$ cat src/rtl/lsalign_pkg.sv
package lsalign_pkg;

    typedef enum logic [1:0] {
        ACC_WORD  = 2'b00,
        ACC_UHALF = 2'b01,
        ACC_SHALF = 2'b10,
        ACC_UBYTE = 2'b11
    } acc_kind_e;

    localparam int unsigned BYTE_W = 8;
    localparam int unsigned HALF_W = 16;

endpackage

$ cat src/rtl/lsalign_addr_gen.sv
module lsalign_addr_gen
    import lsalign_pkg::*;
#(
    parameter int unsigned ADDR_W = 32,
    parameter int unsigned LANES  = 4
) (
    input  logic              is_store,
    input  acc_kind_e         kind,
    input  logic [ADDR_W-1:0] addr_in,
    output logic [ADDR_W-1:0] addr_out
);
    localparam int unsigned LB = $clog2(LANES);

    logic [ADDR_W-1:0] word_addr;
    logic [ADDR_W-1:0] half_addr;

    assign word_addr = {addr_in[ADDR_W-1:LB], {LB{1'b0}}};
    assign half_addr = {addr_in[ADDR_W-1:1], 1'b0};

    always_comb begin
        addr_out = addr_in;
        unique case (kind)
            ACC_WORD:  addr_out = word_addr;
            ACC_UHALF: addr_out = half_addr;
            // signed halfword: a store aligns, a load keeps the byte address
            ACC_SHALF: addr_out = is_store ? half_addr : addr_in;
            ACC_UBYTE: addr_out = addr_in;
            default:   addr_out = addr_in;
        endcase
    end
endmodule

$ cat src/rtl/lsalign_lane_pick.sv
module lsalign_lane_pick
    import lsalign_pkg::*;
#(
    parameter int unsigned DATA_W = 32
) (
    input  logic [DATA_W-1:0]              word_in,
    input  logic [$clog2(DATA_W/8)-1:0]    lane,
    output logic [BYTE_W-1:0]              byte_out,
    output logic [HALF_W-1:0]              half_out
);
    localparam int unsigned LANES  = DATA_W / BYTE_W;
    localparam int unsigned HALVES = LANES / 2;
    localparam int unsigned LB     = $clog2(LANES);

    logic [BYTE_W-1:0] bytes_a [LANES];
    logic [HALF_W-1:0] halves_a [HALVES];

    for (genvar k = 0; k < LANES; k++) begin : g_byte
        assign bytes_a[k] = word_in[k*BYTE_W +: BYTE_W];
    end
    for (genvar j = 0; j < HALVES; j++) begin : g_half
        assign halves_a[j] = word_in[j*HALF_W +: HALF_W];
    end

    assign byte_out = bytes_a[lane];
    assign half_out = halves_a[lane[LB-1:1]];
endmodule

$ cat src/rtl/lsalign_rotator.sv
module lsalign_rotator #(
    parameter int unsigned DATA_W = 32
) (
    input  logic [DATA_W-1:0]           din,
    input  logic [$clog2(DATA_W/8)-1:0] amt,
    output logic [DATA_W-1:0]           dout
);
    localparam int unsigned LANES = DATA_W / 8;

    logic [DATA_W-1:0] cand [LANES];

    for (genvar k = 0; k < LANES; k++) begin : g_rot
        if (k == 0) begin : g_zero
            assign cand[k] = din;
        end else begin : g_some
            assign cand[k] = {din[8*k-1:0], din[DATA_W-1:8*k]};
        end
    end

    assign dout = cand[amt];
endmodule

$ cat src/rtl/lsalign_load_aligner.sv
module lsalign_load_aligner
    import lsalign_pkg::*;
#(
    parameter int unsigned ADDR_W = 32,
    parameter int unsigned DATA_W = 32
) (
    input  logic              clk,
    input  logic              rst_n,
    input  logic              req_valid,
    input  logic              req_is_store,
    input  logic [1:0]        req_kind,
    input  logic [ADDR_W-1:0] req_addr,
    input  logic [DATA_W-1:0] bus_rdata,
    output logic [ADDR_W-1:0] bus_addr,
    output logic              result_valid,
    output logic [DATA_W-1:0] result_data
);
    localparam int unsigned LANES = DATA_W / BYTE_W;
    localparam int unsigned LB    = $clog2(LANES);

    typedef struct packed {
        logic              valid;
        logic [DATA_W-1:0] data;
    } out_state_t;

    out_state_t state_d, state_q;
    acc_kind_e  kind;

    logic [LB-1:0]     lane;
    logic [BYTE_W-1:0] sel_byte;
    logic [HALF_W-1:0] sel_half;
    logic [DATA_W-1:0] word_rot;
    logic [DATA_W-1:0] half_zx;
    logic [DATA_W-1:0] half_rot;
    logic [LB-1:0]     half_amt;
    logic [DATA_W-1:0] load_val;

    assign kind     = acc_kind_e'(req_kind);
    assign lane     = req_addr[LB-1:0];
    assign half_amt = {{(LB-1){1'b0}}, req_addr[0]};
    assign half_zx  = {{(DATA_W-HALF_W){1'b0}}, sel_half};

    lsalign_addr_gen #(.ADDR_W(ADDR_W), .LANES(LANES)) u_addr (
        .is_store (req_is_store),
        .kind     (kind),
        .addr_in  (req_addr),
        .addr_out (bus_addr)
    );

    lsalign_lane_pick #(.DATA_W(DATA_W)) u_pick (
        .word_in  (bus_rdata),
        .lane     (lane),
        .byte_out (sel_byte),
        .half_out (sel_half)
    );

    lsalign_rotator #(.DATA_W(DATA_W)) u_rot_word (
        .din  (bus_rdata),
        .amt  (lane),
        .dout (word_rot)
    );

    lsalign_rotator #(.DATA_W(DATA_W)) u_rot_half (
        .din  (half_zx),
        .amt  (half_amt),
        .dout (half_rot)
    );

    always_comb begin
        load_val = '0;
        unique case (kind)
            ACC_WORD:  load_val = word_rot;
            ACC_UHALF: load_val = half_rot;
            ACC_SHALF: load_val = req_addr[0]
                                ? {{(DATA_W-BYTE_W){sel_byte[BYTE_W-1]}}, sel_byte}
                                : {{(DATA_W-HALF_W){sel_half[HALF_W-1]}}, sel_half};
            ACC_UBYTE: load_val = {{(DATA_W-BYTE_W){1'b0}}, sel_byte};
            default:   load_val = '0;
        endcase

        state_d.valid = req_valid && !req_is_store;
        state_d.data  = state_d.valid ? load_val : state_q.data;
    end

    always_ff @(posedge clk) begin
        if (!rst_n) state_q <= '0;
        else        state_q <= state_d;
    end

    assign result_valid = state_q.valid;
    assign result_data  = state_q.data;


    valid_follows_load_chk: assert property (@(posedge clk) disable iff (!rst_n)
        result_valid |-> $past(req_valid && !req_is_store));


    data_held_chk: assert property (@(posedge clk) disable iff (!rst_n)
        !result_valid |-> $stable(result_data));


    ubyte_zero_top_chk: assert property (@(posedge clk) disable iff (!rst_n)
        (req_valid && !req_is_store && req_kind == ACC_UBYTE)
        |=> (result_data[DATA_W-1:BYTE_W] == '0));


    uhalf_even_zero_top_chk: assert property (@(posedge clk) disable iff (!rst_n)
        (req_valid && !req_is_store && req_kind == ACC_UHALF && !req_addr[0])
        |=> (result_data[DATA_W-1:HALF_W] == '0));


    shalf_odd_sext_chk: assert property (@(posedge clk) disable iff (!rst_n)
        (req_valid && !req_is_store && req_kind == ACC_SHALF && req_addr[0])
        |=> ((result_data[DATA_W-1:BYTE_W-1] == '0) ||
             (&result_data[DATA_W-1:BYTE_W-1])));


    store_word_aligned_chk: assert property (@(posedge clk) disable iff (!rst_n)
        (req_valid && req_is_store && req_kind == ACC_WORD)
        |-> (bus_addr[LB-1:0] == '0));


    store_no_result_chk: assert property (@(posedge clk) disable iff (!rst_n)
        (req_valid && req_is_store) |=> !result_valid);
endmodule

$ cat config.mk
export PLATFORM = sky130hd
export DESIGN_NAME = lsalign_load_aligner
export DESIGN_NICKNAME = d
export VERILOG_FILES = /design/src/rtl/lsalign_pkg.sv /design/src/rtl/lsalign_addr_gen.sv /design/src/rtl/lsalign_lane_pick.sv /design/src/rtl/lsalign_rotator.sv /design/src/rtl/lsalign_load_aligner.sv
export SDC_FILE = /design/constraint.sdc
export NUM_CORES = 1
export LEC_CHECK = 0
export ABC_AREA = 1
export CORE_MARGIN = 5
export CORE_UTILIZATION = 65
export CTS_CLUSTER_SIZE = 28
export DETAILED_ROUTE_END_ITERATION = 6
export DONT_BUFFER_PORTS = 1
export GPL_ROUTABILITY_DRIVEN = 0
export GPL_TIMING_DRIVEN = 0
export PLACE_DENSITY = 0.85
export SETUP_SLACK_MARGIN = 0.3
export SLEW_MARGIN = 15
export SYNTH_ARGS = -nofsm -noshare
export SYNTH_HDL_FRONTEND = slang
export SYNTH_SLANG_ARGS = --single-unit
$ cat constraint.sdc
create_clock -name clk -period 3 [get_ports clk]
set_input_delay 0.15 -clock clk [delete_from_list [all_inputs] [get_ports clk]]
set_output_delay 0.15 -clock clk [all_outputs]
set_load 0.02 [all_outputs]
==> results <==
- The core region is 0.00432 mm^2.
- The count of nets left with antenna violations after detail routing is 0.
- CTS placed an instance of sky130_fd_sc_hd__clkbuf_8 at the clock tree root.
- Ranked by total cell area, the synthesized netlist is headed by sky130_fd_sc_hd__dfxtp_1 (23%), sky130_fd_sc_hd__nand2_1 (21%), sky130_fd_sc_hd__nand3_1 (17%), sky130_fd_sc_hd__buf_4 (8.9%), sky130_fd_sc_hd__nor2_1 (5.9%).
- Each instance of the synthesized netlist takes up on average 5.78 um^2.
- The total of endpoints with negative setup slack in the final report is 0.
- The data arrival at the endpoint of the critical path is 1240 ps.
- The aggregate routed wire length is 9.46 mm.
- Across the run, the number of max-cap violations was 0.
- Global routing finished with a remaining overflow of 0.
- The post-CTS clock slew at the launch and capture registers of the worst setup and hold paths is 70 ps.
- The mapped netlist covers 0.00287 mm^2.
- The switching power of the nets is 0.453 mW.
- The setup path with the least slack is of type input pin to output port.
- The die is 76.4 um tall.
- The total area of multi-input combinational cells is 0.00167 mm^2.
- The run finished with clean final reports.
- The count of antenna diodes in the layout is 0.
- For the pin with the worst max-slew slack, the measured transition is 721 ps.
- Walking the worst path, the cells encountered are buf_2 -> inv_2 -> clkbuf_1 -> a211oi_1.
- After filler insertion, the fill cell instance count of the layout stands at 420.
- The relative max-transition margin is 0.516.
- The power per cell area is 412 mW/mm^2.
- The number of vias per cell is 6.05.
- The cell count after synthesis is 496.
- The worst slack on hold paths is 7.04 ps.
- The path category of the worst min-delay check is input pin to register.
- The number of nets produced by synthesis is 566.
- The proportion of power drawn by flip-flops and latches is 0.416.
- The number of global-route vias before repair is 3,216.
- The HPWL after detailed placement is 7.16 mm.
- The critical-path cell with the highest stage delay is sky130_fd_sc_hd__a211oi_1.
- The final-report max-slew violation count was 0.
- The H-tree was split into 2 levels.
- The number of CTS-inserted buffers is 5.
- VDD sags by at most 0.237 mV.
- The initial antenna violation count is 0.
- The type of origin of the critical path is an input pin.
- For this run, design rule violations remaining after detail routing come to 0.
- The number of placement rows is 24.
- The worst-case clock buffer depth is 2.
- Setup repair after global routing left no endpoint under its margin.
- The post-route clock period utilization is 0.465.
- STA classifies the critical path endpoint as an output port.
- The worst setup skew after layout is 0 ps.
- The violation count after the first detailed-route iteration is 462.
- Compared with the post-synthesis result, the final layout area differs by 6.15%.
- The summed area of non-filler cells in the final layout is 0.00304 mm^2.
- The proportion of total power due to net switching is 0.361.
- Of the post-synthesis cell area, the dominant cell type holds 0.230.
- For this run, the number of Yosys warnings is 0.
- After the last flow step, the layout net total stands at 574.
- The clock power share is 0.304.
- The number of distinct library cell variants in the gate-level netlist after synthesis is 25.
- Registers take 661 um^2.
- The internal power is 0.800 mW.
- During I/O placement, the number of pins put on the boundary was 135.
- After routing, the total negative slack on setup checks comes to 0 ps.
- The final critical-path required period is 1390 ps.
- For this run, the register share of the synthesized area comes to 0.230.
- The width of the die is 76.4 um.
- The biggest area contributor in the post-synthesis netlist is sky130_fd_sc_hd__dfxtp_1.
- The analysis attributes to cell leakage a power of 1.62 nW.
- The number of input and output port buffers inserted is 0.
- The final-report hold violation count is 0.
- Across every metal layer, demand over resource in global routing totals 0.309.
- CTS saw 33 sinks.
- Static timing analysis puts the maximum clock frequency at 718 MHz.
- The clock latency of the later-clocked register in the worst-skew pair is 290 ps.
- The largest stage delay on the critical path is 640 ps.
- The total iterations of the first detailed-routing run is 7.
- Entering global routing, the biggest net connects 11 pins.
- Of the total power, combinational logic draws 0.280.
- The wire length of the first global-routing pass is 15.1 mm.
- For this block, the via count after detailed routing is 3,369.
- The critical path required time is 2850 ps.
- The routed wirelength normalized by instance count is 17.0 um.
- Synthesis inferred 33 register bits.
- The total cell area at the placement stage is 0.00293 mm^2.
- The post-CTS repair timing setup buffer count is 0.
- For this configuration, the core starts out at a cell density of 0.663.
- The die covers 0.00584 mm^2.
- The CTS tree is yes.
- The share of post-route cells with drive strength above 1 is 0.156.
- In this run the worst path has a maximum fanout of 10.
==> routing by layer <==
metal  track usage  vias to the layer above  wire length [um]
li1              -                     1577                 -
met1         0.357                     1482              3210
met2         0.505                      277              4450
met3         0.122                       33              1490
met4         0.131                        0               308
met5             0                        -                 0
==> final cells by class <==
type,instances,area share
Multi-Input combinational cell,363,0.547
Inverter,40,0.0501
Timing Repair Buffer,1,0.00329
Clock buffer,7,0.0316
Buffer,60,0.127
Sequential cell,33,0.217
Clock inverter,1,0.00164
Tap cell,52,0.0214
==> placed cells by master, fill, tap and decap left out, types with 6 or more instances in the layout <==
master,count
sky130_fd_sc_hd__a31oi_1,6
sky130_fd_sc_hd__buf_2,16
sky130_fd_sc_hd__dfxtp_1,33
sky130_fd_sc_hd__a21oi_1,7
sky130_fd_sc_hd__nand3_2,10
sky130_fd_sc_hd__o21ai_0,16
sky130_fd_sc_hd__nand4_1,7
sky130_fd_sc_hd__clkbuf_8,7
sky130_fd_sc_hd__nor2_1,45
sky130_fd_sc_hd__buf_4,34
sky130_fd_sc_hd__nand2_1,164
sky130_fd_sc_hd__clkbuf_1,8
sky130_fd_sc_hd__inv_1,35
sky130_fd_sc_hd__nand3_1,97
==> cell usage after synthesis <==
master	n
sky130_fd_sc_hd__o21ai_0	16
sky130_fd_sc_hd__nand3_2	10
sky130_fd_sc_hd__nand2_4	1
sky130_fd_sc_hd__a21oi_1	7
sky130_fd_sc_hd__and2_1	1
sky130_fd_sc_hd__buf_2	16
sky130_fd_sc_hd__inv_2	3
sky130_fd_sc_hd__nor2_1	45
sky130_fd_sc_hd__clkinv_1	1
sky130_fd_sc_hd__xor2_1	1
sky130_fd_sc_hd__nand4_1	7
sky130_fd_sc_hd__dfxtp_1	33
sky130_fd_sc_hd__nor2_2	2
sky130_fd_sc_hd__a31oi_1	6
sky130_fd_sc_hd__nand3_1	97
sky130_fd_sc_hd__inv_4	1
sky130_fd_sc_hd__nor2_4	1
sky130_fd_sc_hd__o21bai_1	3
sky130_fd_sc_hd__buf_6	2
sky130_fd_sc_hd__inv_1	35
sky130_fd_sc_hd__clkbuf_1	8
sky130_fd_sc_hd__nor2_8	1
sky130_fd_sc_hd__nand2_1	164
sky130_fd_sc_hd__a211oi_1	1
sky130_fd_sc_hd__buf_4	34
==> flip-flops by register name, summed over array words and instances, names as in the netlist <==
signal,count
result_data,32
result_valid,1
==> cells by family (layout without fill, tap and decap cells) <==
| kind of cell | Yosys count | count (layout) | synth area share |
|---|---|---|---|
| compound gates | 33 | 33 | 0.0637 |
| flops | 33 | 33 | 0.230 |
| simple gates | 329 | 329 | 0.514 |
| buf+inv | 100 | 109 | 0.188 |
| xor+xnor | 1 | 1 | 0.00305 |
==> through the flow <==
stage                     setup WS [ps]   util  total power, mW  instances
after detailed placement           1580  0.678            0.873        548
final                              1610  0.704             1.25        557
after global routing               1520  0.704             1.32        557
after global placement             1620  0.678            0.863        548
after floorplan                    1800      -            0.807        496
after CTS                          1590  0.704             1.25        557
==> final timing paths <==
kind	start	endpoint	slack, ps	cells after the start
worst max-delay path	req_addr[0]	bus_addr[0]	1610	4
worst min-delay path	rst_n	result_data[2]$_SDFFE_PN0P_	7	2
worst max register to register	result_data[28]$_SDFFE_PN0P_	result_data[28]$_SDFFE_PN0P_	2150	3
worst min register to register	result_data[7]$_SDFFE_PN0P_	result_data[7]$_SDFFE_PN0P_	580	2
==> worst max-delay path: cells and delay by family <==
kind	cells	cell delay (ps)
compound gates	1	640
buf+inv	3	460
==> power by group through the flow <==
| stage | clock network, mW | registers, mW | logic (mW) |
|---|---|---|---|
| final | 0.381 | 0.521 | 0.351 |
| after global routing | 0.408 | 0.524 | 0.387 |
| after CTS | 0.379 | 0.522 | 0.345 |
| after detailed placement | 0 | 0.532 | 0.342 |
| after global placement | 0 | 0.530 | 0.333 |
| after floorplan | 0 | 0.525 | 0.281 |
==> timing repair <==
action                                  CTS  global route
hold endpoints to repair                  2             0
endpoints found under the setup margin    0             0
gates resized for setup                   0             0
hold buffers                              1             0
No activity file was read; power rests on OpenSTA's default activity.
